===== src/rtl/irq_latch_pkg.sv =====
package irq_latch_pkg;
  // How the master enable changes in a given cycle
  typedef enum logic [1:0] {
    MIE_HOLD = 2'd0,
    MIE_SET  = 2'd1,
    MIE_CLR  = 2'd2
  } mie_op_e;
endpackage


===== src/rtl/irq_rst_sync.sv =====
module irq_rst_sync #(
  parameter int unsigned STAGES = 2
) (
  input  logic clk,
  input  logic rst_n,
  output logic rst_sync_n
);
  logic [STAGES-1:0] chain_q;
  logic [STAGES-1:0] chain_d;

  always_comb begin
    chain_d = {chain_q[STAGES-2:0], 1'b1};
  end

  always_ff @(posedge clk or negedge rst_n) begin
    if (!rst_n) chain_q <= '0;
    else        chain_q <= chain_d;
  end

  assign rst_sync_n = chain_q[STAGES-1];
endmodule


===== src/rtl/irq_edge_sync.sv =====
module irq_edge_sync #(
  parameter int unsigned W = 2
) (
  input  logic         clk,
  input  logic         rst_n,
  input  logic [W-1:0] pin_i,
  output logic [W-1:0] fall_o
);
  genvar g;
  generate
    for (g = 0; g < W; g++) begin : g_pin
      logic meta_q, sync_q, prev_q;
      logic meta_d, sync_d, prev_d;

      always_comb begin
        meta_d = pin_i[g];
        sync_d = meta_q;
        prev_d = sync_q;
      end

      // Idle level of the pins is high
      always_ff @(posedge clk or negedge rst_n) begin
        if (!rst_n) begin
          meta_q <= 1'b1;
          sync_q <= 1'b1;
          prev_q <= 1'b1;
        end else begin
          meta_q <= meta_d;
          sync_q <= sync_d;
          prev_q <= prev_d;
        end
      end

      assign fall_o[g] = prev_q & ~sync_q;
    end
  endgenerate
endmodule


===== src/rtl/irq_latch_bank.sv =====
module irq_latch_bank #(
  parameter int unsigned N = 5
) (
  input  logic         clk,
  input  logic         rst_n,
  input  logic [N-1:0] set_i,
  input  logic [N-1:0] clr_i,
  output logic [N-1:0] pend_o
);
  logic [N-1:0] pend_q;
  logic [N-1:0] pend_d;

  // A new request overrides a clear in the same cycle
  always_comb begin
    pend_d = (pend_q & ~clr_i) | set_i;
  end

  always_ff @(posedge clk or negedge rst_n) begin
    if (!rst_n) pend_q <= '0;
    else        pend_q <= pend_d;
  end

  assign pend_o = pend_q;
endmodule


===== src/rtl/irq_prio.sv =====
module irq_prio #(
  parameter int unsigned N  = 5,
  parameter int unsigned VW = (N > 1) ? $clog2(N) : 1
) (
  input  logic [N-1:0]  req_i,
  output logic          any_o,
  output logic [VW-1:0] idx_o
);
  // Lowest index wins: scan downward so the last hit is the smallest index
  always_comb begin
    idx_o = '0;
    for (int i = N - 1; i >= 0; i--) begin
      if (req_i[i]) idx_o = VW'(i);
    end
    any_o = |req_i;
  end
endmodule


===== src/rtl/irq_latch_ctrl.sv =====
module irq_latch_ctrl
  import irq_latch_pkg::*;
#(
  parameter int unsigned NINT = 3,
  localparam int unsigned NSRC = NINT + 2,
  localparam int unsigned VW   = $clog2(NSRC)
) (
  input  logic            clk,
  input  logic            rst_n,
  input  logic [1:0]      ext_pin_i,
  input  logic [NINT-1:0] tmr_evt_i,
  input  logic            en_wr_i,
  input  logic [NSRC-1:0] en_data_i,
  input  logic            clr_cmd_i,
  input  logic [NSRC-1:0] clr_mask_i,
  input  logic            ack_i,
  output logic            irq_o,
  output logic [VW-1:0]   vec_o,
  output logic            save_o,
  output logic            mie_o,
  output logic [NSRC-1:0] pend_o
);
  logic            rst_q_n;
  logic [1:0]      pin_fall;
  logic [NSRC-1:0] src_set;
  logic [NSRC-1:0] src_clr;
  logic [NSRC-1:0] pend_w;
  logic [NSRC-1:0] en_q, en_d;
  logic            mie_q, mie_d;
  logic            save_q, save_d;
  logic            any_w;
  logic [VW-1:0]   win_w;
  logic            accept;
  mie_op_e         mie_op;

  irq_rst_sync #(.STAGES(2)) u_rst (
    .clk        (clk),
    .rst_n      (rst_n),
    .rst_sync_n (rst_q_n)
  );

  irq_edge_sync #(.W(2)) u_edge (
    .clk    (clk),
    .rst_n  (rst_q_n),
    .pin_i  (ext_pin_i),
    .fall_o (pin_fall)
  );

  // Source order: pin 0 first, then the internal events, then pin 1
  assign src_set = {pin_fall[1], tmr_evt_i, pin_fall[0]};

  irq_prio #(.N(NSRC), .VW(VW)) u_prio (
    .req_i (pend_w & en_q),
    .any_o (any_w),
    .idx_o (win_w)
  );

  assign irq_o  = mie_q & any_w;
  assign accept = ack_i & irq_o;

  always_comb begin
    src_clr = clr_cmd_i ? clr_mask_i : '0;
    if (accept) src_clr = src_clr | (NSRC'(1) << win_w);
  end

  irq_latch_bank #(.N(NSRC)) u_bank (
    .clk    (clk),
    .rst_n  (rst_q_n),
    .set_i  (src_set),
    .clr_i  (src_clr),
    .pend_o (pend_w)
  );

  // Master enable: an acceptance takes precedence over the clear command
  always_comb begin
    mie_op = MIE_HOLD;
    if (accept)         mie_op = MIE_CLR;
    else if (clr_cmd_i) mie_op = MIE_SET;
    case (mie_op)
      MIE_SET: mie_d = 1'b1;
      MIE_CLR: mie_d = 1'b0;
      default: mie_d = mie_q;
    endcase
    en_d   = en_wr_i ? en_data_i : en_q;
    save_d = accept;
  end

  always_ff @(posedge clk or negedge rst_q_n) begin
    if (!rst_q_n) begin
      en_q   <= '0;
      mie_q  <= 1'b0;
      save_q <= 1'b0;
    end else begin
      if (en_wr_i) en_q <= en_d;
      mie_q  <= mie_d;
      save_q <= save_d;
    end
  end

  assign vec_o  = win_w;
  assign save_o = save_q;
  assign mie_o  = mie_q;
  assign pend_o = pend_w;
endmodule


===== config.mk =====
export PLATFORM = sky130hd
export DESIGN_NAME = irq_latch_ctrl
export DESIGN_NICKNAME = d
export VERILOG_FILES = /design/src/rtl/irq_latch_pkg.sv /design/src/rtl/irq_rst_sync.sv /design/src/rtl/irq_edge_sync.sv /design/src/rtl/irq_latch_bank.sv /design/src/rtl/irq_prio.sv /design/src/rtl/irq_latch_ctrl.sv
export SDC_FILE = /design/constraint.sdc
export NUM_CORES = 1
export LEC_CHECK = 0
export CAP_MARGIN = 10
export CORE_MARGIN = 2
export CORE_UTILIZATION = 50
export CTS_CLUSTER_SIZE = 30
export DETAILED_ROUTE_END_ITERATION = 10
export DONT_BUFFER_PORTS = 1
export PLACE_DENSITY = 0.68
export SYNTH_ARGS = -nofsm -noshare
export SYNTH_HDL_FRONTEND = slang
export SYNTH_SLANG_ARGS = --single-unit

===== constraint.sdc =====
create_clock -name clk -period 1.1 [get_ports clk]
set_input_delay 0.165 -clock clk [delete_from_list [all_inputs] [get_ports clk]]
set_output_delay 0.165 -clock clk [all_outputs]
set_load 0.1 [all_outputs]

==> results by group, run 1 <==
Detailed routing
  – DRT Pass-1 Iters: 4
  – Drt first-iter violations: 10
  – Final antenna-violating net count: 0
  – Vias: 672
  – WL final: 2230 µm
  – Vias per cell: 5.79
  – DRC viols: 0
  – DR WL/cell: 19.2 µm

Outcome
  – Failing checks: setup timing
  – Outcome: complete, but fails checks

Synthesis
  – Post-synthesis cell area: 783 µm²
  – Async set-reset flop share out of synthesis: 100%
  – Seq/Total Area, Yosys: 64.9%
  – Synth area leader: dfrtp_1
  – Prevailing post-synth register cell: dfrtp_1
  – Count leader, synth: dfrtp_1
  – Number of synthesized flops with an enable pin: 0
  – Syn Nets: 82
  – Top post-synthesis cells by count: dfrtp_1 (14), nand2_1 (9), dfstp_2 (6)
  – FF+latch count, synth: 20
  – Mean Syn Cell Area: 12.6 µm²
  – Area share of the leading cell type in the synthesized netlist: 44.7%
  – Cells after Synth: 62
  – Top post-synthesis cells by area: dfrtp_1 (45%), dfstp_2 (20%), mux2_2 (7.2%)
  – Yosys warnings: 0
  – Distinct cell type count after synthesis: 22

STA
  – Setup tns final: -3.88 ns
  – Slew Limit Fails: 0
  – Hold Vio Cnt, Final: 0
  – Setup WS post-layout: -0.548 ns
  – Fmax: 0.607 GHz
  – RSZ-0062 raised after global routing: true
  – Period minus WS final: 1.65 ns
  – Setup violations, final: 16
  – Fraction of the cycle the final worst path needs: 150%
  – Clock Skews: 0.00705 ns

CTS
  – CTS tree: done
  – Bufs on Longest Clock Path: 2
  – CTS Buf Count: 3
  – H-tree depth: 1
  – # clock sinks: 20
  – Clk Latency, worst-skew pair: 0.29 ns
  – Clock transition at path regs: 0.11 ns
  – CTS Root Cell: clkbuf_4

Critical path
  – Startpoint types: flip-flop
  – Required @ worst endpoint: 0.94 ns
  – Type of the worst setup path: flip-flop to output pin
  – Crit path max fanout: 3
  – Crit end category: output pin
  – Critical path arrival: 1.48 ns

Power
  – Leakage: 0.000595 µW
  – Worst vdd ir: 1.46 mV
  – Sw Ratio: 39.4%
  – Clock network power share: 17.1%
  – Power density cells: 1810 mW/mm²
  – Psw: 962 µW
  – Power Internal: 1480 µW
  – Comb power frac: 46.2%
  – Reg power frac: 36.7%

Cells and area
  – Final net count: 121
  – ANT cells: 0
  – Post-route cell area: 0.00135 mm²
  – Share of cells above drive strength 1: 62.0%
  – Final Non-Filler Cells: 116
  – Core Util, Final: 90.3%
  – Area delta synth->final: 71.7%

Global route
  – Vias in the first global route: 622
  – Initial antenna violation count: 0
  – GRT Total Usage: 21.9%
  – First-pass GRT wire length: 2970 µm
  – Largest net degree at the start of global routing: 19
  – Overflow after GRT: 0

Die
  – Chip width: 43.6 µm
  – Overall die height: 43.6 µm
  – Initial core utilization: 52.6%
  – # rows: 14
  – Area of the core: 0.00149 mm²
  – I/O Pins: 31
  – Die area: 0.00190 mm²

Place
  – Post-Place Cell Area: 0.00108 mm²
  – Pre-CTS setup slack: -0.218 ns
  – Dpl cells: 100
  – Port bufs: 0
  – GP Congestion: 0.790
  – Detailed-placement wirelength estimate: 1280 µm

Min path
  – Hold Path Class: input port to flip-flop

Flow run
  – Maxcap violations: 0
==> repair_timing <==
item / 4_1_cts / 5_1_grt
resized for setup: 27 / 5
hold buffers: 5 / 1
pin swaps: 5 / 5
setup endpoints to repair: 15 / 16
buffers inserted: 4 / 4
endpoints found under the hold margin: 6 / 1
==> cell usage in the layout (no fill, tap or decap), types with 3 or more instances in the layout <==
master / count
and2_4: 3
dfrtp_1: 8
buf_4: 9
mux2_2: 5
clkbuf_4: 3
dfrtp_4: 6
buf_12: 10
dlygate4sd3_1: 6
nand4_1: 3
nand2_1: 7
dfstp_2: 6
buf_6: 9
==> power groups by stage <==
stage | Clock, µW | Combinational [µW] | Sequential (µW)
after floorplan | 0 | 366 | 1170
after global placement | 0 | 901 | 888
after detailed placement | 0 | 908 | 893
after CTS | 422 | 1060 | 891
after global routing | 443 | 1160 | 904
final | 416 | 1130 | 896
==> worst paths after layout <==
path | depth (start not counted) | start | end | slack (ns)
worst max register to register | 6 | u_bank.pend_o[0]$_DFF_PN0_ | u_bank.pend_o[2]$_DFF_PN0_ | -0.28
max in group asynchronous | 1 | u_rst.chain_q[1]$_DFF_PN0_ | u_edge.g_pin[0].prev_q$_DFF_PN1_ | 0.64
worst min-delay path | 1 | en_data_i[2] | en_q[2]$_DFFE_PN0P_ | 0.01
min in group asynchronous | 1 | rst_n | u_rst.chain_q[1]$_DFF_PN0_ | 0.08
worst min register to register | 1 | u_rst.chain_q[1]$_DFF_PN0_ | u_bank.pend_o[1]$_DFF_PN0_ | 0.19
worst max-delay path | 4 | u_bank.pend_o[1]$_DFF_PN0_ | vec_o[2] | -0.55
==> worst max-delay path, cell delays in order (launching register included) <==
cell	delay (ns)
dfrtp_4	0.52
nand2_4	0.08
nand2_1	0.13
nor3b_4	0.25
buf_12	0.20
==> sequential cells by signal (all words and copies together), names as in the netlist <==
| signal | cells |
|---|---|
| mie_o | 1 |
| save_o | 1 |
| u_edge.g_pin.prev_q | 2 |
| u_rst.chain_q | 2 |
| u_bank.pend_o | 5 |
| en_q | 5 |
| u_edge.g_pin.meta_q | 2 |
| u_edge.g_pin.prev_d | 2 |
==> layer usage <==
layer  up-vias  GRT usage, %  share of wire (%)
li1        296             -                  -
met1       345          29.0                 41
met2        25          36.8                 53
met3         6          4.17                3.3
met4         0          6.67                2.5
met5         -             0                  0
==> metrics by stage <==
stage | power (µW) | hold slack (ns)
after floorplan | 1530 | -0.131
after global placement | 1790 | -0.131
after detailed placement | 1800 | -0.131
after CTS | 2370 | 0.000585
after global routing | 2510 | 0.00149
final | 2440 | 0.0143
==> final cells by class <==
class / instances / area (µm²)
multi-input combinational: 40 / 322
clock buffer: 4 / 36.3
inverter: 2 / 7.51
timing repair buffer: 34 / 429
tap: 16 / 20.0
sequential: 20 / 531
fill: 52 / 144
==> cells by family after synthesis <==
family                 Yosys count  share of synthesized area [%]
AND/OR/NAND/NOR                 25                           16.9
AO/OA/AOI/OAI                    9                           9.58
multiplexers                     5                           7.19
buffers and inverters            2                          0.959
other                            1                          0.479
flip-flops                      20                           64.9
(Power assumes the default switching activity.)
==> run 2, diff against run 1 <==
--- a/config.mk
+++ b/config.mk
@@ -16,2 +16,3 @@
 export SYNTH_HDL_FRONTEND = slang
+export SYNTH_HIERARCHICAL = 1
 export SYNTH_SLANG_ARGS = --single-unit
==> constraint.sdc (replaced) <==
create_clock -name clk -period 1.1 [get_ports clk]
set_input_delay 0 -clock clk [delete_from_list [all_inputs] [get_ports clk]]
set_output_delay 0 -clock clk [all_outputs]
set_load 0.1 [all_outputs]
==> run 2 against run 1 <==
Effect of this change: the flow still finishes with violations (setup timing); via count rose by 0.89%; clock power grew 42%; routed wire length is 1.4% higher; critical endpoint is now u_bank/pend_o[1]$_DFF_PN0_; largest cell class unchanged; largest power group unchanged.
==> results by group, run 2 <==
Outcome
  – Outcome: complete, but fails checks
  – Failing checks: setup timing

Cells and area
  – Commonest non-fill, non-tap cells in the layout: buf_4 (17), dlygate4sd3_1 (15), dfrtp_1 (10)
  – Share of cells above drive strength 1: 58.7% (-3.3 points)
  – Most common cell after layout, fill and taps aside: buf_4
  – Post-route cell area: 0.00139 mm² (+3.4%)
  – Final net count: 130 (+7.4%)
  – Area delta synth->final: 68.0%
  – ANT cells: 0 (unchanged)

Critical path
  – Critical path arrival: 2.07 ns (+0.59 ns)
  – RR Endpoint: u_bank/pend_o[1]$_DFF_PN0_
  – Most used cell, CP: and2_4
  – Flop2flop setup slack: -0.74 ns (-0.46 ns)
  – Critical Path Max Stage Delay: 0.49 ns (-0.03 ns)
  – Reg-to-reg startpoint: u_bank/pend_o[0]$_DFF_PN0_
  – Type of the worst setup path: flip-flop to flip-flop
  – Crit path max fanout: 4 (+1)
  – Worst reg2reg path depth: 7 (+1)
  – Required @ worst endpoint: 1.33 ns (+0.39 ns)
  – Worst-path cell chain: and2_4, nor4_4, and2_4, and4b_4, a32o_2, inv_2, a21o_1
  – Startpoint types: flip-flop
  – Worst path slowest cell: dfrtp_4
  – Crit end category: flip-flop

Place
  – GP Congestion: 0.721 (-8.8%)
  – Pre-CTS setup slack: -0.702 ns (-0.484 ns)
  – Port bufs: 0 (unchanged)
  – Post-Place Cell Area: 0.00110 mm² (+2.2%)
  – Detailed-placement wirelength estimate: 1370 µm (+7.0%)

STA
  – Setup violations, final: 11 (-5)
  – Clock Skews: 0.00455 ns (-0.00250 ns)
  – Fraction of the cycle the final worst path needs: 167% (+18 points)
  – Hold Vio Cnt, Final: 0 (unchanged)
  – Fmax: 0.543 GHz (-10%)
  – Setup WS post-layout: -0.741 ns (-0.193 ns)
  – RSZ-0062 raised after global routing: true
  – Setup tns final: -6.84 ns (-2.96 ns)
  – Period minus WS final: 1.84 ns (+0.193 ns)
  – Hold Worst Slack: 0.00821 ns (-0.00606 ns)
  – Slew Limit Fails: 0 (unchanged)

CTS
  – # clock sinks: 20 (unchanged)
  – CTS Buf Count: 3 (unchanged)
  – Clk Latency, worst-skew pair: 0.30 ns (about the same)
  – Clock transition at path regs: 0.11 ns (about the same)
  – CTS Root Cell: clkbuf_4
  – CTS tree: done
  – H-tree depth: 1 (unchanged)
  – Bufs on Longest Clock Path: 2 (unchanged)

Power
  – Power Total: 2590 µW (+6.1%)
  – Worst vdd ir: 2.03 mV (+39%)
  – Leakage: 0.000633 µW (+6.5%)
  – Power density cells: 1860 mW/mm² (+2.6%)

Die
  – Chip width: 44.7 µm (+2.6%)
  – Area of the core: 0.00152 mm² (+2.4%)
  – Initial core utilization: 54.4% (+1.7 points)
  – Die area: 0.00200 mm² (+5.2%)
  – I/O Pins: 31 (unchanged)
  – # rows: 14 (unchanged)
  – Overall die height: 44.7 µm (+2.6%)

Synthesis
  – Seq/Total Area, Yosys: 61.3% (-3.5 points)
  – Distinct cell type count after synthesis: 18 (-18%)
  – Count leader, synth: dfrtp_1
  – Async set-reset flop share out of synthesis: 100% (unchanged)
  – Mean Syn Cell Area: 12.9 µm² (+2.4%)
  – FF+latch count, synth: 20 (unchanged)
  – Area share of the leading cell type in the synthesized netlist: 42.3% (-2.4 points)
  – Post-synthesis cell area: 828 µm² (+5.8%)
  – Cells after Synth: 64 (+3.2%)
  – Syn Nets: 84 (+2.4%)
  – Synth area leader: dfrtp_1
  – Number of synthesized flops with an enable pin: 0 (unchanged)
  – Yosys warnings: 6 (+6)
  – Top post-synthesis cells by area: dfrtp_1 (42%), dfstp_2 (19%), mux2_2 (6.8%)
  – Top post-synthesis cells by count: dfrtp_1 (14), inv_1 (8), and2_1 (7)
  – Prevailing post-synth register cell: dfrtp_1

Global route
  – Largest net degree at the start of global routing: 13 (-6)
  – GRT Total Usage: 26.1% (+4.2 points)
  – Initial antenna violation count: 0 (unchanged)
  – Vias in the first global route: 762 (+23%)
  – Overflow after GRT: 0 (unchanged)
  – First-pass GRT wire length: 3480 µm (+17%)

Flow run
  – Maxcap violations: 0 (unchanged)

Min path
  – Hold depth: 3 (+2)
  – Min-Delay Endpoint: u_bank/pend_o[2]$_DFF_PN0_
  – Hold Path Class: input port to flip-flop
  – Hold Crit Start: clr_mask_i[2]

Detailed routing
  – Vias: 678 (+0.89%)
  – Drt first-iter violations: 8 (-2)
  – DRT Pass-1 Iters: 4 (unchanged)
  – Final antenna-violating net count: 0 (unchanged)
  – DR WL/cell: 18.1 µm (-5.9%)
  – Vias per cell: 5.42 (-6.4%)
  – WL final: 2260 µm (+1.4%)
  – DRC viols: 0 (unchanged)
## run 2: how the worst max path moves through the flow
stage / start / slack (ns) / to
after floorplan: u_bank/pend_o[2]$_DFF_PN0_ / -1.22 / u_bank/pend_o[3]$_DFF_PN0_
after global placement: u_bank/pend_o[1]$_DFF_PN0_ / -0.66 / u_bank/pend_o[1]$_DFF_PN0_
after detailed placement: u_bank/pend_o[1]$_DFF_PN0_ / -0.70 / u_bank/pend_o[1]$_DFF_PN0_
after CTS: u_bank/pend_o[0]$_DFF_PN0_ / -0.69 / u_bank/pend_o[1]$_DFF_PN0_
after global routing: u_bank/pend_o[0]$_DFF_PN0_ / -0.82 / u_bank/pend_o[1]$_DFF_PN0_
final: u_bank/pend_o[0]$_DFF_PN0_ / -0.74 / u_bank/pend_o[1]$_DFF_PN0_
## run 2: metal layers
layer  routed length (µm)  track usage [%]  share of wire [%]
met4                   58             12.1                2.6
met1                  851             26.1                 38
met3                  120             5.60                5.3
met2                 1230             50.4                 54
met5                    0                0                  0
## run 2: stage by stage
stage	std cells	utilization (%)
after global placement	105	72.2
after detailed placement	105	72.2
after global routing	125	91.3
after floorplan	64	-
after CTS	125	91.1
final	125	91.3
## run 2: worst max-delay path: cells and delay by family, from the launching register on
family / cells / cell delay (ns)
simple gates: 4 / 0.85
flops: 1 / 0.49
compound gates: 2 / 0.38
buf+inv: 1 / 0.05
## run 2: power by group
| group | total [µW] | switching (µW) | leakage (µW) | internal (µW) |
|---|---|---|---|---|
| sequential | 872 | 48.7 | 0.000220 | 823 |
| clock | 589 | 220 | 0.0000279 | 368 |
| combinational | 1130 | 705 | 0.000385 | 425 |
| total | 2590 | 974 | 0.000633 | 1620 |
## run 2: cells by family (layout without fill, tap and decap cells)
group / after synthesis / in the layout / synth area share, %
compound gates: 11 / 11 / 11.3
flops: 20 / 20 / 61.3
mux: 5 / 5 / 6.80
simple gates: 19 / 19 / 16.5
buf+inv: 8 / 53 / 3.63
other cells: 1 / 1 / 0.453
## run 2: layout make-up
class / count / area [µm²]
Sequential cell: 20 / 523
Timing Repair Buffer: 41 / 414
Multi-Input combinational cell: 36 / 352
Fill cell: 56 / 133
Clock inverter: 1 / 30.0
Inverter: 8 / 30.0
Clock buffer: 3 / 22.5
Tap cell: 16 / 20.0
## run 2: timing repair
item / 4_1_cts / 5_1_grt
endpoints found under the hold margin: 14 / 0
pin swaps: 12 / 8
setup endpoints to repair: 11 / 11
cloned: 0 / 0
setup buffers: 1 / 1
gates resized for setup: 19 / 3
hold buffers: 15 / 0
